**config.mk**
```make
export PLATFORM = sky130hd
export DESIGN_NAME = xbus_bridge
export DESIGN_NICKNAME = d
export VERILOG_FILES = /design/src/rtl/xbus_pkg.sv /design/src/rtl/xbus_timeout.sv /design/src/rtl/xbus_sel_unit.sv /design/src/rtl/xbus_bridge.sv
export SDC_FILE = /design/constraint.sdc
export NUM_CORES = 1
export LEC_CHECK = 0
export ABC_AREA = 0
export BUFFER_PORTS_ARGS = -buffer_cell sky130_fd_sc_hd__buf_2
export CORE_ASPECT_RATIO = 1.25
export CORE_UTILIZATION = 50
export CTS_CLUSTER_DIAMETER = 80
export DETAILED_ROUTE_END_ITERATION = 10
export GPL_ROUTABILITY_DRIVEN = 0
export GPL_TIMING_DRIVEN = 0
export PLACE_DENSITY = 0.91
export SLEW_MARGIN = 20
export SYNTH_ARGS = -nofsm -noshare
export SYNTH_HDL_FRONTEND = slang
export SYNTH_HIERARCHICAL = 1
export SYNTH_SLANG_ARGS = --single-unit
```
**constraint.sdc**
```tcl
create_clock -name clk -period 3.2 [get_ports clk]
set_clock_uncertainty 0.1 [all_clocks]
set_input_delay 0.64 -clock clk [delete_from_list [all_inputs] [get_ports clk]]
set_output_delay 0.64 -clock clk [all_outputs]
set_load 0.005 [all_outputs]
```
**src/rtl/xbus_pkg.sv**
```systemverilog
package xbus_pkg;
    parameter int XB_ADDR_W = 22;
    parameter int XB_LANE_W = 8;
    parameter int XB_NSEL   = 4;
    parameter int XB_TMO_W  = 8;

    typedef enum logic {
        XB_IDLE   = 1'b0,
        XB_ACCESS = 1'b1
    } xb_state_e;
endpackage

```
**src/rtl/xbus_timeout.sv**
```systemverilog
module xbus_timeout #(
    parameter int                CNT_W     = 8,
    parameter logic [CNT_W-1:0]  RST_LIMIT = '1
) (
    input  logic             clk,
    input  logic             rst_n,
    input  logic             cfg_we,
    input  logic [CNT_W-1:0] cfg_limit,
    input  logic             run,
    output logic             expired
);
    typedef struct packed {
        logic [CNT_W-1:0] cnt;
        logic [CNT_W-1:0] limit;
    } tmo_t;

    tmo_t tq, td;

    always_comb begin
        td = tq;
        if (cfg_we) td.limit = cfg_limit;
        if (!run || expired) td.cnt = '0;
        else                 td.cnt = tq.cnt + 1'b1;
    end

    assign expired = run && (tq.cnt == tq.limit);

    always_ff @(posedge clk or negedge rst_n) begin
        if (!rst_n) begin
            tq.cnt   <= '0;
            tq.limit <= RST_LIMIT;
        end else begin
            tq <= td;
        end
    end

    // the wait counter never passes the limit
    a_r7_cnt_bound: assert property (@(posedge clk) disable iff (!rst_n)
        tq.cnt <= tq.limit || !run);
endmodule

```
**src/rtl/xbus_sel_unit.sv**
```systemverilog
module xbus_sel_unit #(
    parameter int                NSEL    = 4,
    parameter logic [NSEL-2:0]   POL_RST = 3'b100,
    localparam int               SEL_W   = $clog2(NSEL)
) (
    input  logic             clk,
    input  logic             rst_n,
    input  logic             cfg_we,
    input  logic [NSEL-2:0]  cfg_pol,
    input  logic             active,
    input  logic [SEL_W-1:0] idx,
    output logic [NSEL-1:0]  sel
);
    logic [NSEL-2:0] pol_q, pol_d;

    always_comb begin
        pol_d = pol_q;
        if (cfg_we) pol_d = cfg_pol;
    end

    always_ff @(posedge clk or negedge rst_n) begin
        if (!rst_n) pol_q <= POL_RST;
        else        pol_q <= pol_d;
    end

    for (genvar k = 0; k < NSEL; k++) begin : g_sel
        logic hit;
        assign hit = active && (idx == SEL_W'(k));
        if (k == 0) begin : g_fixed
            assign sel[k] = !hit;
        end else begin : g_prog
            assign sel[k] = hit ? pol_q[k-1] : !pol_q[k-1];
        end
    end

    // outside a cycle select 0 rests high
    a_r8_sel0_idle: assert property (@(posedge clk) disable iff (!rst_n)
        !active |-> sel[0]);
    // at most one select leaves its resting level
    a_r8_one_select: assert property (@(posedge clk) disable iff (!rst_n)
        $countones(sel ^ {~pol_q, 1'b1}) <= 1);
endmodule

```
**src/rtl/xbus_bridge.sv**
```systemverilog
module xbus_bridge
    import xbus_pkg::*;
#(
    parameter int ADDR_W = XB_ADDR_W,
    parameter int LANE_W = XB_LANE_W,
    parameter int NSEL   = XB_NSEL,
    parameter int TMO_W  = XB_TMO_W,
    localparam int DATA_W = 2 * LANE_W,
    localparam int SEL_W  = $clog2(NSEL)
) (
    input  logic              clk,
    input  logic              rst_n,
    input  logic              req_valid,
    output logic              req_ready,
    input  logic              req_write,
    input  logic [ADDR_W-1:0] req_addr,
    input  logic [DATA_W-1:0] req_wdata,
    input  logic [1:0]        req_mask,
    output logic              rsp_valid,
    output logic [DATA_W-1:0] rsp_rdata,
    output logic              rsp_err,
    input  logic              cfg_we,
    input  logic [NSEL-2:0]   cfg_sel_pol,
    input  logic [TMO_W-1:0]  cfg_timeout,
    input  logic              bus_grant,
    input  logic              bus_w8_n,
    output logic              bus_ctl_oe,
    output logic [ADDR_W-1:0] bus_addr,
    output logic [1:0]        bus_eb_n,
    output logic              bus_we_n,
    output logic              bus_oe_n,
    output logic [NSEL-1:0]   bus_sel,
    output logic [DATA_W-1:0] bus_dq_o,
    output logic [1:0]        bus_dq_oe,
    input  logic [DATA_W-1:0] bus_dq_i,
    input  logic              bus_ta_n,
    output logic              bus_abort_n
);
    typedef struct packed {
        xb_state_e         st;
        logic              wr;
        logic              nar;
        logic              second;
        logic [ADDR_W-1:0] addr;
        logic [DATA_W-1:0] wdata;
        logic [1:0]        mask;
        logic [DATA_W-1:0] rdata;
        logic              rsp_v;
        logic              rsp_e;
        logic              abort;
    } ctl_t;

    ctl_t cq, cd;
    logic in_cyc, tmo_hit, hi_byte, narrow_now;

    assign in_cyc  = (cq.st == XB_ACCESS);
    assign hi_byte = !cq.addr[0];

    xbus_timeout #(.CNT_W(TMO_W), .RST_LIMIT('1)) u_tmo (
        .clk       (clk),
        .rst_n     (rst_n),
        .cfg_we    (cfg_we),
        .cfg_limit (cfg_timeout),
        .run       (in_cyc && bus_ta_n),
        .expired   (tmo_hit)
    );

    xbus_sel_unit #(.NSEL(NSEL), .POL_RST(3'b100)) u_sel (
        .clk     (clk),
        .rst_n   (rst_n),
        .cfg_we  (cfg_we),
        .cfg_pol (cfg_sel_pol),
        .active  (in_cyc),
        .idx     (cq.addr[ADDR_W-1 -: SEL_W]),
        .sel     (bus_sel)
    );

    always_comb begin
        cd       = cq;
        cd.rsp_v = 1'b0;
        cd.rsp_e = 1'b0;
        cd.abort = 1'b0;
        unique case (cq.st)
            XB_IDLE: begin
                if (req_valid && req_ready) begin
                    cd.st     = XB_ACCESS;
                    cd.wr     = req_write;
                    cd.nar    = !bus_w8_n;
                    cd.second = 1'b0;
                    cd.wdata  = req_wdata;
                    cd.mask   = req_mask;
                    cd.rdata  = '0;
                    if (bus_w8_n)              cd.addr = req_addr;
                    else if (req_mask == 2'b01) cd.addr = {req_addr[ADDR_W-1:1], 1'b1};
                    else                        cd.addr = {req_addr[ADDR_W-1:1], 1'b0};
                end
            end
            XB_ACCESS: begin
                if (tmo_hit) begin
                    cd.st    = XB_IDLE;
                    cd.rsp_v = 1'b1;
                    cd.rsp_e = 1'b1;
                    cd.abort = 1'b1;
                end else if (!bus_ta_n) begin
                    if (!cq.wr) begin
                        if (!cq.nar)
                            cd.rdata = bus_dq_i & {{LANE_W{cq.mask[1]}}, {LANE_W{cq.mask[0]}}};
                        else if (hi_byte)
                            cd.rdata[DATA_W-1:LANE_W] = bus_dq_i[LANE_W-1:0];
                        else
                            cd.rdata[LANE_W-1:0] = bus_dq_i[LANE_W-1:0];
                    end
                    if (cq.nar && cq.mask == 2'b11 && !cq.second) begin
                        cd.second  = 1'b1;
                        cd.addr[0] = 1'b1;
                    end else begin
                        cd.st    = XB_IDLE;
                        cd.rsp_v = 1'b1;
                    end
                end
            end
            default: cd.st = XB_IDLE;
        endcase
    end

    always_ff @(posedge clk or negedge rst_n) begin
        if (!rst_n) begin
            cq <= '{st: XB_IDLE, default: '0};
        end else begin
            cq <= cd;
        end
    end

    assign narrow_now  = in_cyc ? cq.nar : !bus_w8_n;
    assign req_ready   = bus_grant && (cq.st == XB_IDLE);
    assign bus_ctl_oe  = bus_grant;
    assign bus_addr    = cq.addr;
    assign bus_we_n    = !(in_cyc && cq.wr);
    assign bus_oe_n    = !(in_cyc && !cq.wr);
    assign bus_eb_n    = narrow_now ? 2'b01 :
                         in_cyc     ? {~cq.mask[0], ~cq.mask[1]} : 2'b11;
    assign bus_dq_oe   = (bus_grant && in_cyc && cq.wr) ? (cq.nar ? 2'b01 : cq.mask) : 2'b00;
    assign bus_dq_o    = !cq.nar ? cq.wdata :
                         {{LANE_W{1'b0}}, hi_byte ? cq.wdata[DATA_W-1:LANE_W] : cq.wdata[LANE_W-1:0]};
    assign bus_abort_n = !cq.abort;
    assign rsp_valid   = cq.rsp_v;
    assign rsp_rdata   = cq.rdata;
    assign rsp_err     = cq.rsp_e;

    // no data driver while the output strobe is asserted
    a_r5_quiet_on_read: assert property (@(posedge clk) disable iff (!rst_n)
        !bus_oe_n |-> bus_dq_oe == 2'b00);
    // narrow cycles only drive the low lane
    a_r2_low_lane_only: assert property (@(posedge clk) disable iff (!rst_n)
        (!bus_we_n && bus_eb_n == 2'b01) |-> !bus_dq_oe[1]);
    // an unacknowledged cycle keeps its address and strobes
    a_r6_hold_cycle: assert property (@(posedge clk) disable iff (!rst_n)
        (in_cyc && bus_ta_n && !tmo_hit) |=> (in_cyc && $stable(bus_addr) && $stable(bus_we_n)));
    // abort lasts one clock and carries an error response
    a_r7_abort_pulse: assert property (@(posedge clk) disable iff (!rst_n)
        !bus_abort_n |=> bus_abort_n);
    a_r7_abort_err: assert property (@(posedge clk) disable iff (!rst_n)
        !bus_abort_n |-> (rsp_valid && rsp_err));
    // one response per request
    a_r3_single_rsp: assert property (@(posedge clk) disable iff (!rst_n)
        rsp_valid |=> !rsp_valid);
    // released bus drives no data
    a_r9_no_grant_quiet: assert property (@(posedge clk) disable iff (!rst_n)
        !bus_grant |-> (bus_dq_oe == 2'b00 && !req_ready));
endmodule

```
# Word level (Yosys, flattened, before mapping)
# Cells that the tools add are included.
# word_totals
regBits,82
in_bits,75
output_inout_bits,69
wordCells,99
# classes
addsub,1
n_eq_ne,13
n_mux,34
n_bitwise,4
n_reduce_logical,31
# op_table
cell,n
$mux 16,4
$mux 60,1
$mux 8,4
$pmux 16 s2,1
$mux 17,1
$and 16x16->16,1
$logic_and 1x1->1,14
$mux 1,14
$logic_not 1->1,11
$mux 2,5
$reduce_and 5->1,2
$add 8x1->8 const B,1
$eq 8x8->1,1
$ne 2x2->1 const B,4
$eq 2x2->1 const B,3
$ne 3x3->1 const B,2
$pmux 1 s2,3
$eq 2x1->1 const B,2
$reduce_and 4->1,1
$mux 3,1
$not 1->1,3
$logic_not 2->1,1
$ne 2x1->1 const B,1
$reduce_and 2->1,1
$logic_or 1x1->1,1

# Logic depth before layout (Yosys ltp)
# Gate-level depths: netlist of the first run.
# depth
word_depth,7
depth_mapped,8
mapped_depth_nobuf,6

# Hierarchy
# The synthesis of the first run kept the hierarchy.
# modules_own_cells
module,instances,cells_each,area_each_um2,seq_area_each_um2
xbus_bridge,1,337,3123.0,1551.5
xbus_timeout,1,63,783.3,410.4
xbus_sel_unit,1,13,165.2,76.3

# Least setup slack after synthesis of the first run
# No wires, ideal clock.
# synth_path
kind,reg2reg
startpoint,reg u_tmo/tq[5] in the netlist's numbering
endpoint,reg cq (netlist bit rsp_rdata[0])
setup_time_ns,0.125
arrival_ns,2.178
required_ns,2.975
setup_slack_ns,0.798
stages_incl_launch_ff,7
n_path_buf,0
period_less_slack_ns,2.402
cell_sequence,dfstp_2 xor2_1 nor4_2 and3_1 or4b_1 a2bb2oi_2 mux2_2
# synth_between
elab_chain_cells,4
# synth_rtl
item,line_no,source
"start, declared",xbus_timeout.sv:17,"tmo_t tq, td;"
"start signal, assigned",xbus_timeout.sv:33,tq <= td;
$eq 8x8->1,xbus_timeout.sv:26,assign expired = run && (tq.cnt == tq.limit);
$logic_and 1x1->1,xbus_timeout.sv:26,
named net tmo_hit,xbus_bridge.sv:54,"logic in_cyc, tmo_hit, hi_byte, narrow_now;"
$ne 2x2->1 (no source line),n/a,
$reduce_and 5->1 (no source line),n/a,
"end signal, assigned",xbus_bridge.sv:128,"cq <= '{st: XB_IDLE, default: '0};"
"end signal, assigned",xbus_bridge.sv:130,cq <= cd;
"end, declared",xbus_bridge.sv:53,"ctl_t cq, cd;"
# The timed path passes the listed nets, and every way through them passes these cells.
# A chain may end at the register's enable or synchronous reset.

# Final worst setup path of the first run
# layout_path
startpoint,reg cq (netlist bit in_cyc)
endpoint,out bus_dq_oe[1]
# layout_between
elab_chain_cells,3
# layout_rtl
item,line_no,source
$logic_and 1x1->1 (2 in a row),xbus_bridge.sv:142,assign bus_dq_oe = (bus_grant && in_cyc && cq.wr) ? (cq.nar ? 2'b01 : cq.mask) : 2'b00;
$mux 2,xbus_bridge.sv:142,
"end, declared",xbus_bridge.sv:34,"output logic [1:0] bus_dq_oe,"
# Every way passes these cells.

==> results of run 1 <==
==> synth_stat cells, drive strengths merged (5+ instances only) <==
cell / count / area [sq um]
a211oi: 5 / 37.54
a21oi: 10 / 50.05
and3: 9 / 56.30
buf: 41 / 307.8
clkbuf: 17 / 65.06
dfrtp: 72 / 1802
dfstp: 9 / 236.5
inv: 5 / 18.77
mux2: 36 / 435.4
nand2: 132 / 495.5
nand3: 6 / 30.03
nand3b: 12 / 90.09
nor2b: 10 / 62.56
xor2: 13 / 113.9
==> state kept, by name, indices dropped and copies added (netlist names) <==
register / cells
bus_addr: 22
cq: 22
in_cyc: 1
rsp_rdata: 16
rsp_valid: 1
u_sel/pol_q: 3
u_tmo/tq: 16
==> area by class of cell <==
| class | instances | area share, % |
|---|---|---|
| clock buffers | 14 | 3.567 |
| multi-input cells | 269 | 32.05 |
| plain buffers | 58 | 7.281 |
| inverters | 5 | 0.3665 |
| flip-flops and latches | 81 | 39.80 |
| repair buffers | 144 | 14.41 |
| clock inverters | 2 | 0.1955 |
| well taps | 95 | 2.321 |
==> metrics by stage <==
stage	cell area, sq um	power (mW)
finish	5121	2.746
global route	5121	2.912
CTS	5121	2.774
detailed placement	4928	2.050
global placement	4906	2.013
floorplan	4071	1.732
==> where the power goes <==
part	switching [mW]	internal, mW
Combinational	0.338	0.402
Sequential	0.108	1.18
Clock	0.353	0.365
==> path summary, 6_finish.rpt <==
| kind | to | slack (ns) | depth (start not counted) |
|---|---|---|---|
| max | bus_dq_oe[1] | 0.50 | 4 |
| min in group clk | bus_addr[8] | 0.38 | 3 |
| min | rsp_rdata[2] | 0.17 | 1 |
| max in group asynchronous | u_tmo/tq[4] | 2.16 | 2 |
| max reg2reg | rsp_rdata[11] | 0.52 | 7 |
| min reg2reg | cq[22] | 0.38 | 2 |
==> per-layer routing <==
metal  global-route usage (%)  wire length (um)
met5                        0                 0
met4                    9.549               215
met3                    5.221               567
met2                    40.92              4945
met1                    28.98              3877
==> logic make-up (layout without fill, tap and decap cells) <==
group / Yosys count / after routing / synth area share [%]
AND/OR/NAND/NOR: 191 / 191 / 21.82
multiplexers: 36 / 36 / 10.69
buffers and inverters: 63 / 223 / 9.619
adder cells (fa/ha/maj): 1 / 1 / 0.3073
XOR/XNOR: 14 / 14 / 3.012
AO/OA/AOI/OAI: 27 / 27 / 4.487
flip-flops: 81 / 81 / 50.06
==> metrics.md, run 1 <==
| Metric | Value |
|---|---|
| Max VDD drop | `445.3 uV` |
| WL final | `9.605 mm` |
| Fmax | `370.8 MHz` |
| Register area share after synthesis | `50.06%` |
| First-pass GRT wire length | `15.26 mm` |
| Buffers added on ports | `143` |
| TNS Setup | `0 ns` |
| Syn nets | `489` |
| Total die area | `8510 sq um` |
| CTS tree | `built` |
| Period utilisation layout | `84.27%` |
| Final Non-Filler Cells | `668` |
| Avg Inst Size Synth | `9.858 sq um` |
| Root buffer cell | `clkbuf_8` |
| Synth Register Bits | `81` |
| CTS-repair resized insts | `0` |
| Fin worst setup slack | `0.5033 ns` |
| Fin crit period | `2.697 ns` |
| Avg Vias per Cell | `5.100` |
| Site Rows | `36` |
| Area growth, synth to finish | `25.78%` |
| Worst path slowest cell | `dfrtp_1` |
| Type of the worst setup path | `register to primary output` |
| RSZ-0062 raised after global routing | `false` |
| Vias in the first global route | `3305` |
| Final Max Slew Viols | `0` |
| Worst EP required | `2.46 ns` |
| Fill cells | `672` |
| Largest net degree at the start of global routing | `43` |
| Commonest non-fill, non-tap cells in the layout | `142 x buf_2, 132 x nand2_1, 72 x dfrtp_1` |
| Clock sink count | `81` |
| Crit path from | `in_cyc` |
| Final Core Density | `65.34%` |
| Worst-margin pin slew | `0.7635 ns` |
| Ys Warns | `6` |
| Diode count | `0` |
| HP Class | `primary input to asynchronous set/reset pin` |
| Hold_ws | `0.1706 ns` |
| GRT Total Usage | `23.92%` |
| Die Wd | `82.71 um` |
| DRC viols | `0` |
| Dominant synthesized flop cell | `dfrtp_1` |
| Seq. cell area | `2038 sq um` |
| Most common cell after layout, fill and taps aside | `buf_2` |
| Placed insts | `652` |
| Share of cells above drive strength 1 | `43.46%` |
| Placeable Area | `7838 sq um` |
| Crit-path leading delay family | `buffers and inverters` |
| LEAKAGE | `2.787 nW` |
| P per Cell Area | `536.3 nW/um^2` |
| Ys async rst share | `100.0%` |
| DP HPWL | `7.187 mm` |
| Crit start category | `register` |
| Critical path data arrival time | `1.96 ns` |
| Antenna-violating nets left | `0` |
| Setup violators final | `0` |
| H-tree levels | `3` |
| Clock slew at the register clock pins of the worst setup and hold paths | `0.08 ns` |
| Status | `finished, final reports clean` |
| Crit. End Element | `primary output` |
| Worst r2r src | `u_tmo/tq[12]` |
| Critical Path, Cell by Cell | `clkbuf_1 -> nand3_1 -> nor3b_1 -> buf_2` |
| Syn Std Cell Area | `4071 sq um` |
| Post-synth EDFFs | `0` |
| CP bufs+invs | `2` |
| Worst slack, placed | `0.5433 ns` |
| Total number of vias | `3407` |
| Initial Utilization | `51.95%` |
| Final net count | `644` |
| I/O pin total | `144` |
| CTS Buffer Depth | `2` |
| Synth cell types | `41` |
| Initial antenna violation count | `0` |
| Hold Fails Final Rpt | `0` |
| Inserted Clock Buffers | `9` |
| Peak per-stage delay on the critical path | `0.54 ns` |
| Post-synthesis cell count | `413` |
| Die height | `102.9 um` |
| Pre-antenna DRT Iters | `4` |
| Worst-Skew Late Latency | `0.34 ns` |
| Multi-input logic area | `1642 sq um` |
| Iter 0 DRT Violations | `140` |
| Maximum fanout along the worst path | `11` |
| Max-slew headroom | `48.67%` |
| Global route total overflow | `0` |
| WL per Instance | `14.38 um` |
| Post-CTS Hold Buffers | `0` |
| Setup bufs post-CTS | `0` |
| Max cap viols | `0` |
Note: power is estimated with default switching activity, not from simulation.
==> run 2, diff against run 1 <==
- ABC_AREA: 0 -> 1
- CORE_UTILIZATION: 50 -> 46
- PLACE_DENSITY: 0.91 -> 0.88
- clock period: 3.2 -> 2.3 ns (I/O delays scaled with it)
==> run 2 against run 1 <==
  * Combinational power is 64% higher
  * Worst hold slack better by 0.027 ns
  * Count of clock-buffer cells in the layout down 1
  * Clock power grew 30%
  * Critical path type unchanged
  * Cell count is 21% higher
  * Cell area is 4.3% higher
  * Power increased by 43%
  * Synthesized area increased by 4.3%
  * Register-to-register slack worse by 0.28 ns
  * Sequential share of layout area fell by 1.6 points
==> metrics.md, run 2 <==
| Metric | Value |
|---|---|
| Buffers added on ports | `143 (unchanged)` |
| H-tree levels | `3 (unchanged)` |
| Synth area leaders | `dfrtp_1 42%, nand2_1 18%, buf_4 7.1% (was dfrtp_1 44%, nand2_1 12%, mux2_2 7.7%)` |
| Root buffer cell | `clkbuf_8 (unchanged)` |
| Sw Pwr | `1.285 mW (was 0.7990 mW)` |
| Worst r2r src | `u_tmo/tq[13] (was u_tmo/tq[12])` |
| Hold Fails Final Rpt | `0 (unchanged)` |
| RSZ-0062 raised after global routing | `false (unchanged)` |
| DP HPWL | `7.499 mm (was 7.187 mm)` |
| Area growth, synth to finish | `25.76% (was 25.78%)` |
| Commonest non-fill, non-tap cells in the layout | `204 x nand2_1, 145 x buf_2, 72 x dfrtp_1 (was 142 x buf_2, 132 x nand2_1, 72 x dfrtp_1)` |
| Maximum fanout along the worst path | `10 (was 11)` |
| Antenna-violating nets left | `0 (unchanged)` |
| CTS Buffer Depth | `2 (unchanged)` |
| Max-slew headroom | `68.84% (was 48.67%)` |
| Clock share of power | `23.7% (was 26.1%)` |
| Die Wd | `87.93 um (was 82.71 um)` |
| DRC viols | `0 (unchanged)` |
| Setup violators final | `0 (unchanged)` |
| Post-synthesis cell count | `522 (was 413)` |
| Clock sink count | `81 (unchanged)` |
| Avg Vias per Cell | `4.681 (was 5.100)` |
| Top-area cell type share of the netlist area | `42.44% (was 44.25%)` |
| Most common cell after layout, fill and taps aside | `nand2_1 (was buf_2)` |
| Pre-antenna DRT Iters | `4 (unchanged)` |
| Largest net degree at the start of global routing | `49 (was 43)` |
| Comb pwr share | `30.7% (was 27.0%)` |
| Placed insts | `786 (was 652)` |
| Register area share after synthesis | `48.01% (was 50.06%)` |
| HP Class | `primary input to register (was primary input to asynchronous set/reset pin)` |
| Placeable Area | `8796 sq um (was 7838 sq um)` |
| Crit. End Element | `primary output (unchanged)` |
| Worst-Skew Late Latency | `0.35 ns (was 0.34 ns)` |
| Post-synth top cells | `204 x nand2_1, 72 x dfrtp_1, 45 x inv_1 (was 132 x nand2_1, 72 x dfrtp_1, 39 x buf_4)` |
| CTS tree | `built (unchanged)` |
| Share of cells above drive strength 1 | `37.37% (was 43.46%)` |
| Fill cells | `776 (was 672)` |
| Syn nets | `598 (was 489)` |
| GRT Total Usage | `21.54% (was 23.92%)` |
| Ys Warns | `6 (unchanged)` |
| Hold_ws | `0.1972 ns (was 0.1706 ns)` |
| Worst-margin pin slew | `0.4674 ns (was 0.7635 ns)` |
| Avg Inst Size Synth | `8.133 sq um (was 9.858 sq um)` |
| Dpl cell area | `5141 sq um (was 4928 sq um)` |
| Sequential share of power | `45.6% (was 46.9%)` |
| Syn Std Cell Area | `4245 sq um (was 4071 sq um)` |
| Most numerous cell in the Yosys netlist | `nand2_1 (unchanged)` |
| Type of the worst setup path | `register to primary output (unchanged)` |
| Critical path data arrival time | `1.60 ns (was 1.96 ns)` |
| Post-synth EDFFs | `0 (unchanged)` |
| Period utilisation layout | `93.95%` |
| Global route total overflow | `0 (unchanged)` |
| Synth cell types | `37 (was 41)` |
| Site Rows | `38 (was 36)` |
| Inserted Clock Buffers | `9 (unchanged)` |
| LEAKAGE | `3.047 nW (was 2.787 nW)` |
| Fin crit period | `2.161 ns` |
| Int Power | `2.649 mW (was 1.947 mW)` |
| Synth Register Bits | `81 (unchanged)` |
| Crit start category | `register (unchanged)` |
| Status | `finished, final reports clean (unchanged)` |
| WL per Instance | `12.36 um (was 14.38 um)` |
| First-pass GRT wire length | `15.93 mm (was 15.26 mm)` |
| Final net count | `756 (was 644)` |
| Ys async rst share | `100.0% (unchanged)` |
| WL final | `9.951 mm (was 9.605 mm)` |
| Register-to-register path setup slack | `0.24 ns (was 0.52 ns)` |
| Crit path from | `cq[60] (was in_cyc)` |
| Worst EP required | `1.74 ns (was 2.46 ns)` |
| I/O pin total | `144 (unchanged)` |
| Initial antenna violation count | `0 (unchanged)` |
| Total number of vias | `3768 (was 3407)` |
| Initial Utilization | `48.26% (was 51.95%)` |
| Switching share of power | `32.67% (was 29.09%)` |
| Die height | `109.4 um (was 102.9 um)` |
| Final Max Slew Viols | `0 (unchanged)` |
| Dominant synthesized flop cell | `dfrtp_1 (unchanged)` |
| Max VDD drop | `459.2 uV (was 445.3 uV)` |
| Fmax | `462.8 MHz` |
| Post-route cell area | `5339 sq um (was 5121 sq um)` |
| Worst hold start | `req_write` |
| Final Non-Filler Cells | `805 (was 668)` |
| Iter 0 DRT Violations | `151 (was 140)` |
| Final Core Density | `60.70% (was 65.34%)` |
| Vias in the first global route | `3481 (was 3305)` |
| Area leader, netlist | `dfrtp_1 (unchanged)` |
| Max cap viols | `0 (unchanged)` |
| TNS Setup | `0 ns (unchanged)` |
| Total die area | `9619 sq um (was 8510 sq um)` |
| Clock slew at the register clock pins of the worst setup and hold paths | `0.08 ns (about the same)` |
| P per Cell Area | `736.8 nW/um^2 (was 536.3 nW/um^2)` |
| Diode count | `0 (unchanged)` |
[run 2: cell types whose count changed in the layout (fill, tap and decap cells not counted), sizes merged, moves of 6 or more]
| cell | change |
|---|---|
| xor2 | -11 |
| nand3b | -12 |
| a21oi | -6 |
| nor2 | +32 |
| nand2 | +83 |
| o211ai | +8 |
| and3 | -9 |
| clkbuf | -12 |
| inv | +44 |
| o21ai | +33 |
| nor2b | -10 |
| buf | +10 |
| nand3 | +12 |
| mux2 | -33 |
[run 2: stage by stage]
stage | total power [mW] | setup slack [ns]
final | 3.934 | 0.1391
after global routing | 4.189 | 0.02544
after CTS | 3.945 | 0.03325
after detailed placement | 3.007 | 0.2710
after global placement | 2.956 | 0.09523
after floorplan | 2.530 | 0.5112
[run 2: cell families after synthesis]
family	Yosys count	synth area share (%)
simple gates	277	28.18
buf+inv	104	13.97
flops	81	48.01
compound gates	49	7.309
xor+xnor	7	1.444
mux	3	0.7957
fa+ha+maj	1	0.2947
[run 2: path summary, 6_finish.rpt]
path | depth (start not counted) | to
worst max-delay path | 7 | bus_dq_o[5]
worst min-delay path | 3 | cq[61]
worst min register to register | 2 | rsp_rdata[5]
worst max register to register | 14 | rsp_rdata[15]
min in group asynchronous | 2 | u_tmo/tq[12]
max in group asynchronous | 3 | u_sel/pol_q[2]
[run 2: worst max-delay path, stage by stage, from the launching register on]
cell and delay [ns]:
dfrtp_1 0.38, buf_6 0.11, inv_2 0.05, nor2_4 0.12, inv_2 0.10, buf_4 0.18
o21ai_0 0.17, buf_2 0.14
[run 2: metal layers]
metal / vias up / wire, um / track usage (%)
met3: 10 / 606 / 5.856
met5: - / 0 / 0
met2: 125 / 4974 / 35.49
met4: 0 / 124 / 8.197
li1: 1881 / - / -
met1: 1752 / 4245 / 26.81
[run 2: area by class of cell]
type                    instances  area (sq um)  area share, %
multi-input cells             337          1614          30.23
clock buffers                  13         148.9          2.789
well taps                     120         150.1          2.812
clock inverters                 3         17.52         0.3281
plain buffers                  55         410.4          7.687
flip-flops and latches         81          2038          38.18
repair buffers                147         770.7          14.44
inverters                      49         188.9          3.539
[run 2: power by group through the flow]
stage                     Sequential (mW)  Combinational (mW)  Clock (mW)
after floorplan                      1.78               0.754           0
after global placement               1.80                1.15           0
after detailed placement             1.81                1.19           0
after CTS                            1.79                1.20       0.951
after global routing                 1.82                1.35        1.02
final                                1.79                1.21       0.933
[run 2: repair_timing]
item,in CTS,in global routing
setup endpoints to repair,4,8
hold buffers,1,0
setup buffers,0,2
hold endpoints to repair,30,0
cloned,0,0
resized for setup,2,2
